### config.mk
export PLATFORM = sky130hd
export DESIGN_NAME = mon_entry_ctrl
export DESIGN_NICKNAME = d
export VERILOG_FILES = /design/src/rtl/mon_pkg.sv /design/src/rtl/mon_entry_decide.sv /design/src/rtl/mon_sec_check.sv /design/src/rtl/mon_break_gen.sv /design/src/rtl/mon_entry_ctrl.sv
export SDC_FILE = /design/constraint.sdc
export NUM_CORES = 1
export LEC_CHECK = 0
export BUFFER_PORTS_ARGS = -buffer_cell sky130_fd_sc_hd__buf_2
export CELL_PAD_IN_SITES_DETAIL_PLACEMENT = 2
export CELL_PAD_IN_SITES_GLOBAL_PLACEMENT = 2
export CORE_MARGIN = 10
export CORE_UTILIZATION = 25
export DETAILED_ROUTE_END_ITERATION = 8
export GPL_TIMING_DRIVEN = 0
export PLACE_DENSITY_LB_ADDON = 0.12
export SYNTH_ARGS = -nofsm -noshare
export SYNTH_HDL_FRONTEND = slang
export SYNTH_HIERARCHICAL = 1
export SYNTH_SLANG_ARGS = --single-unit
### constraint.sdc
create_clock -name clk_i -period 7.1 [get_ports clk_i]
set_clock_uncertainty 0.15 [all_clocks]
set_input_delay 0 -clock clk_i [delete_from_list [all_inputs] [get_ports clk_i]]
set_output_delay 0 -clock clk_i [all_outputs]
set_load 0.1 [all_outputs]
### src/rtl/mon_pkg.sv
package mon_pkg;
  typedef enum logic [2:0] {
    ST_DECIDE,
    ST_USER,
    ST_WAIT,
    ST_BREAK,
    ST_READY
  } mon_state_e;
endpackage

### src/rtl/mon_entry_decide.sv
module mon_entry_decide #(
  parameter int          DATA_W = 8,
  parameter logic [7:0]  ERASED = 8'hFF
) (
  input  logic              clk_i,
  input  logic              rst_ni,
  input  logic              sample_i,
  input  logic              hv_i,
  input  logic [DATA_W-1:0] vec_hi_i,
  input  logic [DATA_W-1:0] vec_lo_i,
  input  logic              div_sel_i,
  output logic              enter_o,
  output logic              mon_o,
  output logic              blank_o,
  output logic              div_sel_o
);
  logic blank;

  assign blank   = (vec_hi_i == DATA_W'(ERASED)) && (vec_lo_i == DATA_W'(ERASED));
  assign enter_o = hv_i | blank;

  always_ff @(posedge clk_i or negedge rst_ni) begin
    if (!rst_ni) begin
      mon_o     <= 1'b0;
      blank_o   <= 1'b0;
      div_sel_o <= 1'b0;
    end else if (sample_i) begin
      mon_o     <= enter_o;
      blank_o   <= blank;
      div_sel_o <= hv_i & div_sel_i; // pin honoured only with test voltage
    end
  end
endmodule

### src/rtl/mon_sec_check.sv
module mon_sec_check #(
  parameter int DATA_W    = 8,
  parameter int SEC_BYTES = 8,
  localparam int CW       = (SEC_BYTES > 1) ? $clog2(SEC_BYTES) : 1
) (
  input  logic                        clk_i,
  input  logic                        rst_ni,
  input  logic                        en_i,
  input  logic                        rx_valid_i,
  input  logic [DATA_W-1:0]           rx_data_i,
  input  logic [SEC_BYTES*DATA_W-1:0] key_i,
  output logic                        done_o,
  output logic                        pass_o
);
  logic [CW-1:0]     cnt_q;
  logic              ok_q;
  logic [DATA_W-1:0] key_byte;
  logic              hit, take;

  assign key_byte = key_i[cnt_q*DATA_W +: DATA_W];
  assign hit      = (rx_data_i == key_byte);
  assign take     = en_i & rx_valid_i;
  assign done_o   = take && (cnt_q == CW'(SEC_BYTES-1));

  always_ff @(posedge clk_i or negedge rst_ni) begin
    if (!rst_ni) begin
      cnt_q  <= '0;
      ok_q   <= 1'b1;
      pass_o <= 1'b0;
    end else if (take) begin
      if (done_o) begin
        cnt_q  <= '0;
        pass_o <= ok_q & hit;
      end else begin
        cnt_q  <= cnt_q + 1'b1;
        ok_q   <= ok_q & hit;
      end
    end
  end
endmodule

### src/rtl/mon_break_gen.sv
module mon_break_gen #(
  parameter int BREAK_BITS = 10,
  localparam int CW        = (BREAK_BITS > 1) ? $clog2(BREAK_BITS) : 1
) (
  input  logic clk_i,
  input  logic rst_ni,
  input  logic en_i,
  input  logic tick_i,
  output logic done_o
);
  logic [CW-1:0] cnt_q;

  assign done_o = en_i && tick_i && (cnt_q == CW'(BREAK_BITS-1));

  always_ff @(posedge clk_i or negedge rst_ni) begin
    if (!rst_ni)               cnt_q <= '0;
    else if (!en_i || done_o)  cnt_q <= '0;
    else if (tick_i)           cnt_q <= cnt_q + 1'b1;
  end
endmodule

### src/rtl/mon_entry_ctrl.sv
module mon_entry_ctrl
  import mon_pkg::*;
#(
  parameter int         DATA_W     = 8,
  parameter int         SEC_BYTES  = 8,
  parameter int         BREAK_BITS = 10,
  parameter logic [7:0] ERASED     = 8'hFF,
  parameter logic [7:0] PAGE_MON   = 8'hFE,
  parameter logic [7:0] PAGE_USR   = 8'hFF,
  localparam int        KEY_W      = SEC_BYTES * DATA_W
) (
  input  logic              clk_i,
  input  logic              rst_ni,
  input  logic              hv_irq_i,
  input  logic [DATA_W-1:0] vec_hi_i,
  input  logic [DATA_W-1:0] vec_lo_i,
  input  logic              div_sel_i,
  input  logic [KEY_W-1:0]  key_i,
  input  logic              rx_valid_i,
  input  logic [DATA_W-1:0] rx_data_i,
  input  logic              tick_i,
  output logic              mon_mode_o,
  output logic              wdog_dis_o,
  output logic [7:0]        vec_page_o,
  output logic              div_sel_o,
  output logic              tx_o,
  output logic              cmd_ready_o,
  output logic              sec_pass_o
);
  mon_state_e state_q, state_d;
  logic enter, blank_q, sec_done, brk_done;

  mon_entry_decide #(.DATA_W(DATA_W), .ERASED(ERASED)) u_decide (
    .clk_i     (clk_i),
    .rst_ni    (rst_ni),
    .sample_i  (state_q == ST_DECIDE),
    .hv_i      (hv_irq_i),
    .vec_hi_i  (vec_hi_i),
    .vec_lo_i  (vec_lo_i),
    .div_sel_i (div_sel_i),
    .enter_o   (enter),
    .mon_o     (mon_mode_o),
    .blank_o   (blank_q),
    .div_sel_o (div_sel_o)
  );

  mon_sec_check #(.DATA_W(DATA_W), .SEC_BYTES(SEC_BYTES)) u_sec (
    .clk_i      (clk_i),
    .rst_ni     (rst_ni),
    .en_i       (state_q == ST_WAIT),
    .rx_valid_i (rx_valid_i),
    .rx_data_i  (rx_data_i),
    .key_i      (key_i),
    .done_o     (sec_done),
    .pass_o     (sec_pass_o)
  );

  mon_break_gen #(.BREAK_BITS(BREAK_BITS)) u_brk (
    .clk_i  (clk_i),
    .rst_ni (rst_ni),
    .en_i   (state_q == ST_BREAK),
    .tick_i (tick_i),
    .done_o (brk_done)
  );

  always_comb begin
    state_d = state_q;
    unique case (state_q)
      ST_DECIDE: state_d = enter ? ST_WAIT : ST_USER;
      ST_WAIT:   if (sec_done) state_d = ST_BREAK;
      ST_BREAK:  if (brk_done) state_d = ST_READY;
      default:   state_d = state_q;
    endcase
  end

  always_ff @(posedge clk_i or negedge rst_ni) begin
    if (!rst_ni) state_q <= ST_DECIDE;
    else         state_q <= state_d;
  end

  // blank-vector entry keeps the watchdog off; test-voltage entry only while held
  assign wdog_dis_o  = mon_mode_o & (blank_q | hv_irq_i);
  assign vec_page_o  = mon_mode_o ? PAGE_MON : PAGE_USR;
  assign tx_o        = (state_q != ST_BREAK);
  assign cmd_ready_o = (state_q == ST_READY);
endmodule

* Word level (Yosys, flattened, before mapping) *
Index checks and enable logic that the tools add are counted.

storage, ports and cells
  register bits = 15
  logic and storage cells = 49
  input port bits = 94

cells by class
  reduce and logical (&&, ||, !) cells = 12
  add/subtract/negate cells = 2
  bitwise operators = 7
  equal/unequal tests = 11
  multiplexer cells = 8
  shifts and indexed selects = 1

operator list
  operator                                                                  number
  64-bit by 7-bit variable part select with 8-bit output                    1
  8-bit equality test (second input constant)                               2
  3-bit 2-to-1 mux                                                          3
  3-bit case mux with 3 select lines                                        1
  8-bit equality test                                                       1
  4-bit 2-to-1 mux                                                          2
  3-bit by 2-bit equality test with 1-bit output (second input constant)    2
  3-bit equality test (second input constant)                               2
  4-bit by 1-bit adder with 4-bit output (second input constant)            1
  1-bit bitwise AND                                                         4
  4-bit equality test (second input constant)                               1
  1-bit logical AND                                                         4
  2-bit inequality test (second input constant)                             2
  2-bit AND reduction                                                       2
  3-bit by 1-bit adder with 3-bit output (second input constant)            1
  3-bit logical NOT                                                         1
  3-bit by 2-bit inequality test with 1-bit output (second input constant)  1
  3-bit AND reduction                                                       1
  3-bit nonzero test                                                        1
  2-bit 2-to-1 mux                                                          1
  1-bit OR                                                                  2
  2-bit nonzero test                                                        1
  1-bit logical NOT                                                         1
  1-bit logical OR                                                          1
  other kinds (2)                                                           2

* Depth between registers and ports, before layout *
  depth in word-level cells = 5
  mapped depth = 8
  depth with buffers taken out = 7

* Hierarchy *
The synthesis kept the hierarchy.

modules (own cells, without submodules)
  module            times used  area each (µm²)  sequential area each (µm²)  cells each
  mon_sec_check     1           925.9            126.4                       78
  mon_break_gen     1           254.0            100.1                       27
  mon_entry_ctrl    1           231.5            75.1                        30
  mon_entry_decide  1           160.2            75.1                        15

* Worst setup path after synthesis *
Ideal clock, no wire load.

  kind = register to output
  start point = register u_decide.mon_o
  end point = output wdog_dis_o
  setup slack = 3.892 ns
  buffers on the path = 0
  cell stages (with the launch flop) = 3
  data arrival time = 3.058 ns
  data required time = 6.950 ns
  cells stage by stage = dfrtp_1 -> inv_1 -> nor2_1

between the ends
  longest elaborated chain between the ends = 1

RTL lines
  element                 line                    text
  start, declared         mon_entry_decide.sv:13  output logic mon_o,
  start signal, assigned  mon_entry_decide.sv:28  mon_o <= enter_o;
  1-bit bitwise AND       mon_entry_ctrl.sv:82    assign wdog_dis_o = mon_mode_o & (blank_q | hv_irq_i);
  end, declared           mon_entry_ctrl.sv:23    output logic wdog_dis_o,

No other way between the ends.

* Worst setup path in the final report *
  start point = register u_sec.cnt_q[1]
  end point = register u_sec.pass_o

between the ends
  longest elaborated chain between the ends = 3
  elaborated cells between the ends (all ways) = 6
  those cells by class = eq/ne: 2; shift: 1; bitwise: 1; reduce/logical: 2

RTL lines
  element                                                                                               line                                      text
  start, declared                                                                                       mon_sec_check.sv:15                       logic [CW-1:0] cnt_q;
  start signal, assigned                                                                                mon_sec_check.sv:35                       cnt_q <= cnt_q + 1'b1;
  64-bit by 7-bit variable part select with 8-bit output / 3-bit equality test (equally long branches)  mon_sec_check.sv:20, mon_sec_check.sv:23
  8-bit equality test / 1-bit logical AND (equally long branches)                                       mon_sec_check.sv:21, mon_sec_check.sv:23
  1-bit bitwise AND / 2-bit AND reduction (equally long branches)                                       n/a
  end signal, assigned                                                                                  mon_sec_check.sv:33                       pass_o <= ok_q & hit;
  end, declared                                                                                         mon_sec_check.sv:13                       output logic pass_o

Several ways; a longest one is shown, not always the timed one.
A chain may end at the register's enable or synchronous reset.

==> impl_metrics.py <==
metrics = {
    "status": {
        "status": "finished clean",
    },
    "floorplanning": {
        "dieArea_mm2": 0.00986,
        "initial_core_util_pct": 26.1,
        "fp-row-count": 28,
        "io_pins": 108,
        "die_x_um": 99.3,
        "core_mm2": 0.00603,
        "die_y_um": 99.3,
    },
    "logic_synthesis": {
        "yosysWarnings": 6,
        "netlist.area_leader.share_pct": 22.3,
        "ys.flop_type": "dfrtp_1",
        "yosysTopAreaCell": "dfrtp_1",
        "netlist_instances": 150,
        "syn_area_mm2": 0.00157,
        "synth.area.top_cells": "dfrtp_1 22%, mux4_2 10%, mux2i_1 9.6%",
        "synthArstFlopShare_pct": 100,
        "synth_cell_type_count": 49,
        "ys_ff_latch": 15,
        "postSynthAreaPerCell_um2": 10.5,
        "synth_edf_count": 0,
        "ys_seq_area_share_pct": 24.0,
    },
    "timing": {
        "finalSetupTns_ns": 0,
        "worst_pin_slew_ns": 0.599,
        "period_needed_ns": 2.43,
        "slew_viol_final": 0,
        "finalHoldWorstSlack_ns": 0.0331,
        "grt_setup_unrepaired": "no",
        "relSlewSlack_pct": 59.8,
        "post-route-period-util_pct": 34.2,
        "fmax_mhz": 412,
        "finalSetupViolCount": 0,
        "hold_viol": 0,
    },
    "final_layout": {
        "n_fill_cell": 715,
        "fin_nets": 364,
        "final-seq-area_um2": 377,
        "stdcell_count": 340,
        "areaGrowthSynthToFinish_pct": 45.4,
        "diodes": 0,
        "layout_commonest_cell": "buf_2",
        "multi_input_area_mm2": 0.00106,
        "final_area_mm2": 0.00228,
        "drive_above_1_share_pct": 54.0,
        "layout_common_cells": "100 x buf_2, 15 x mux2i_1, 14 x dfrtp_1",
    },
    "job": {
        "drv_cap": 0,
    },
    "critical_path": {
        "worst_setup_path_end_kind": "flip-flop",
        "worstSetupPathType": "flip-flop to flip-flop",
        "r2r_setup_slack_ns": 4.67,
        "cp_max_fo": 10,
        "required_ns": 7.14,
        "arrival_ns": 2.47,
        "r2r-end": "u_sec/pass_o",
        "r2r-start": "u_sec/cnt_q[1]",
        "start_kind": "flip-flop",
        "rr_worst_depth": 7,
    },
    "detailed_routing": {
        "post-route-drc-count": 0,
        "wl_mm": 5.85,
        "first_pass_iters": 4,
        "wl_per_cell_um": 17.2,
        "drtIter0Drc": 20,
        "route.vias.total": 1636,
        "antenna_left": 0,
        "viasPerCell": 4.81,
    },
    "clock_tree": {
        "clockRootBuffer": "clkbuf_8",
        "cts-htree-levels": 1,
        "clock_sinks": 15,
        "cts_tree": "built",
        "post_cts_buffers": 0,
        "clk_pin_slew_ns": 0.06,
        "clkLatencyLatePin_ns": 0.25,
        "cts_resized": 0,
        "cts.path.max_buffers": 2,
        "hold_buffers": 5,
        "cts_buffers": 3,
    },
    "global_route": {
        "grt-ovfl-total": 0,
        "antenna_found_initial": 0,
        "grt_pass1_vias": 1852,
        "grt_usage_pct": 11.5,
        "grt_first_pass_wirelength_mm": 9.48,
        "grt_max_degree": 16,
    },
    "place": {
        "gp_congestion": 0.698,
        "place_inst": 331,
        "placed_area_mm2": 0.00219,
        "dp_hpwl_mm": 5.06,
        "io_buffers": 100,
    },
    "worst_hold_path": {
        "hold_class": "primary input to async pin",
    },
    "pwr": {
        "combPwrFrac_pct": 29.8,
        "p_sw_share_pct": 29.1,
        "ir_worst_vdd_uv": 66.0,
        "power.leakage_nw": 1.04,
        "p_clk_share_pct": 31.6,
        "internal-power_mw": 0.157,
        "seqPwrFrac_pct": 38.6,
        "powerDensity_mw_per_mm2": 96.9,
        "power.switching_mw": 0.0645,
    },
}
## sequential cells by signal, indices dropped and copies added, names as in the netlist
| name | flops |
|---|---|
| u_decide/mon_o | 1 |
| u_decide/blank_o | 1 |
| u_sec/ok_q | 1 |
| u_decide/div_sel_o | 1 |
| u_sec/pass_o | 1 |
| u_sec/cnt_q | 3 |
| u_brk/cnt_q | 4 |
| state_q | 3 |
## cells in the mapped netlist, types with 4 or more instances
cell / number
nand2_1: 9
buf_4: 7
mux2i_1: 15
nand2b_1: 6
o21ai_0: 5
mux2_2: 5
nand3_1: 4
inv_1: 5
dfrtp_1: 14
nor3_1: 6
mux4_2: 7
ha_1: 4
nand4_1: 4
nor2_1: 4
## how the worst max path moves through the flow
stage                   start           end  slack, ns
3_3_place_gp   u_sec/cnt_q[1]  u_sec/pass_o       4.67
3_5_place_dp   u_sec/cnt_q[1]  u_sec/pass_o       4.65
4_1_cts        u_sec/cnt_q[1]  u_sec/pass_o       4.64
5_1_grt        u_sec/cnt_q[1]  u_sec/pass_o       4.53
6_report       u_sec/cnt_q[1]  u_sec/pass_o       4.67
2_1_floorplan  u_decide/mon_o    wdog_dis_o       3.89
## cells by family after synthesis
| family | Yosys count | share of synthesized area, % |
|---|---|---|
| adders and majority gates | 4 | 3.18 |
| AOI/OAI and AO/OA | 27 | 13.0 |
| buffers and inverters | 19 | 9.79 |
| DFF | 15 | 24.0 |
| and+or+nand+nor | 48 | 17.9 |
| muxes | 31 | 29.1 |
| xor gates and xnor gates | 5 | 2.79 |
| other | 1 | 0.239 |
## cell type report
class / instances / share of cell area, %
multi-input combinational: 122 / 46.5
tap: 75 / 4.11
sequential: 15 / 16.5
buffer: 13 / 5.75
timing repair buffer: 105 / 24.1
clock buffer: 3 / 1.81
inverter: 6 / 0.986
clock inverter: 1 / 0.219
## worst max-delay path, stage by stage (launching register included)
cell and delay [ns]:
dfrtp_1 0.39, buf_6 0.16, mux2i_1 0.12, mux4_2 0.48, xnor2_1 0.14, or3b_1 0.40
nor4_2 0.34, a31o_1 0.18
## per-layer routing
metal  wire length [um]  vias up  global-route usage (%)
met3                652        0                    4.91
li1                   -      783                       -
met5                  0        -                       0
met2               2720       76                    19.2
met1               2480      777                    13.8
met4                  0        0                    1.32
## power by group through the flow
stage	registers [mW]	clock network, mW	logic, mW
6_report	0.0855	0.0699	0.0659
5_1_grt	0.0854	0.0801	0.0723
4_1_cts	0.0855	0.0736	0.0665
3_5_place_dp	0.0871	0	0.0646
3_3_place_gp	0.0871	0	0.0631
2_1_floorplan	0.0871	0	0.0343
## metrics by stage
| step | worst slack (ns) | power [mW] | util [%] |
|---|---|---|---|
| 2_1_floorplan | 3.89 | 0.121 | - |
| 3_3_place_gp | 4.67 | 0.150 | 36.3 |
| 3_5_place_dp | 4.65 | 0.152 | 36.3 |
| 4_1_cts | 4.64 | 0.226 | 37.9 |
| 5_1_grt | 4.53 | 0.238 | 37.9 |
| 6_report | 4.67 | 0.221 | 37.9 |
No activity file was read; power rests on OpenSTA's default activity.
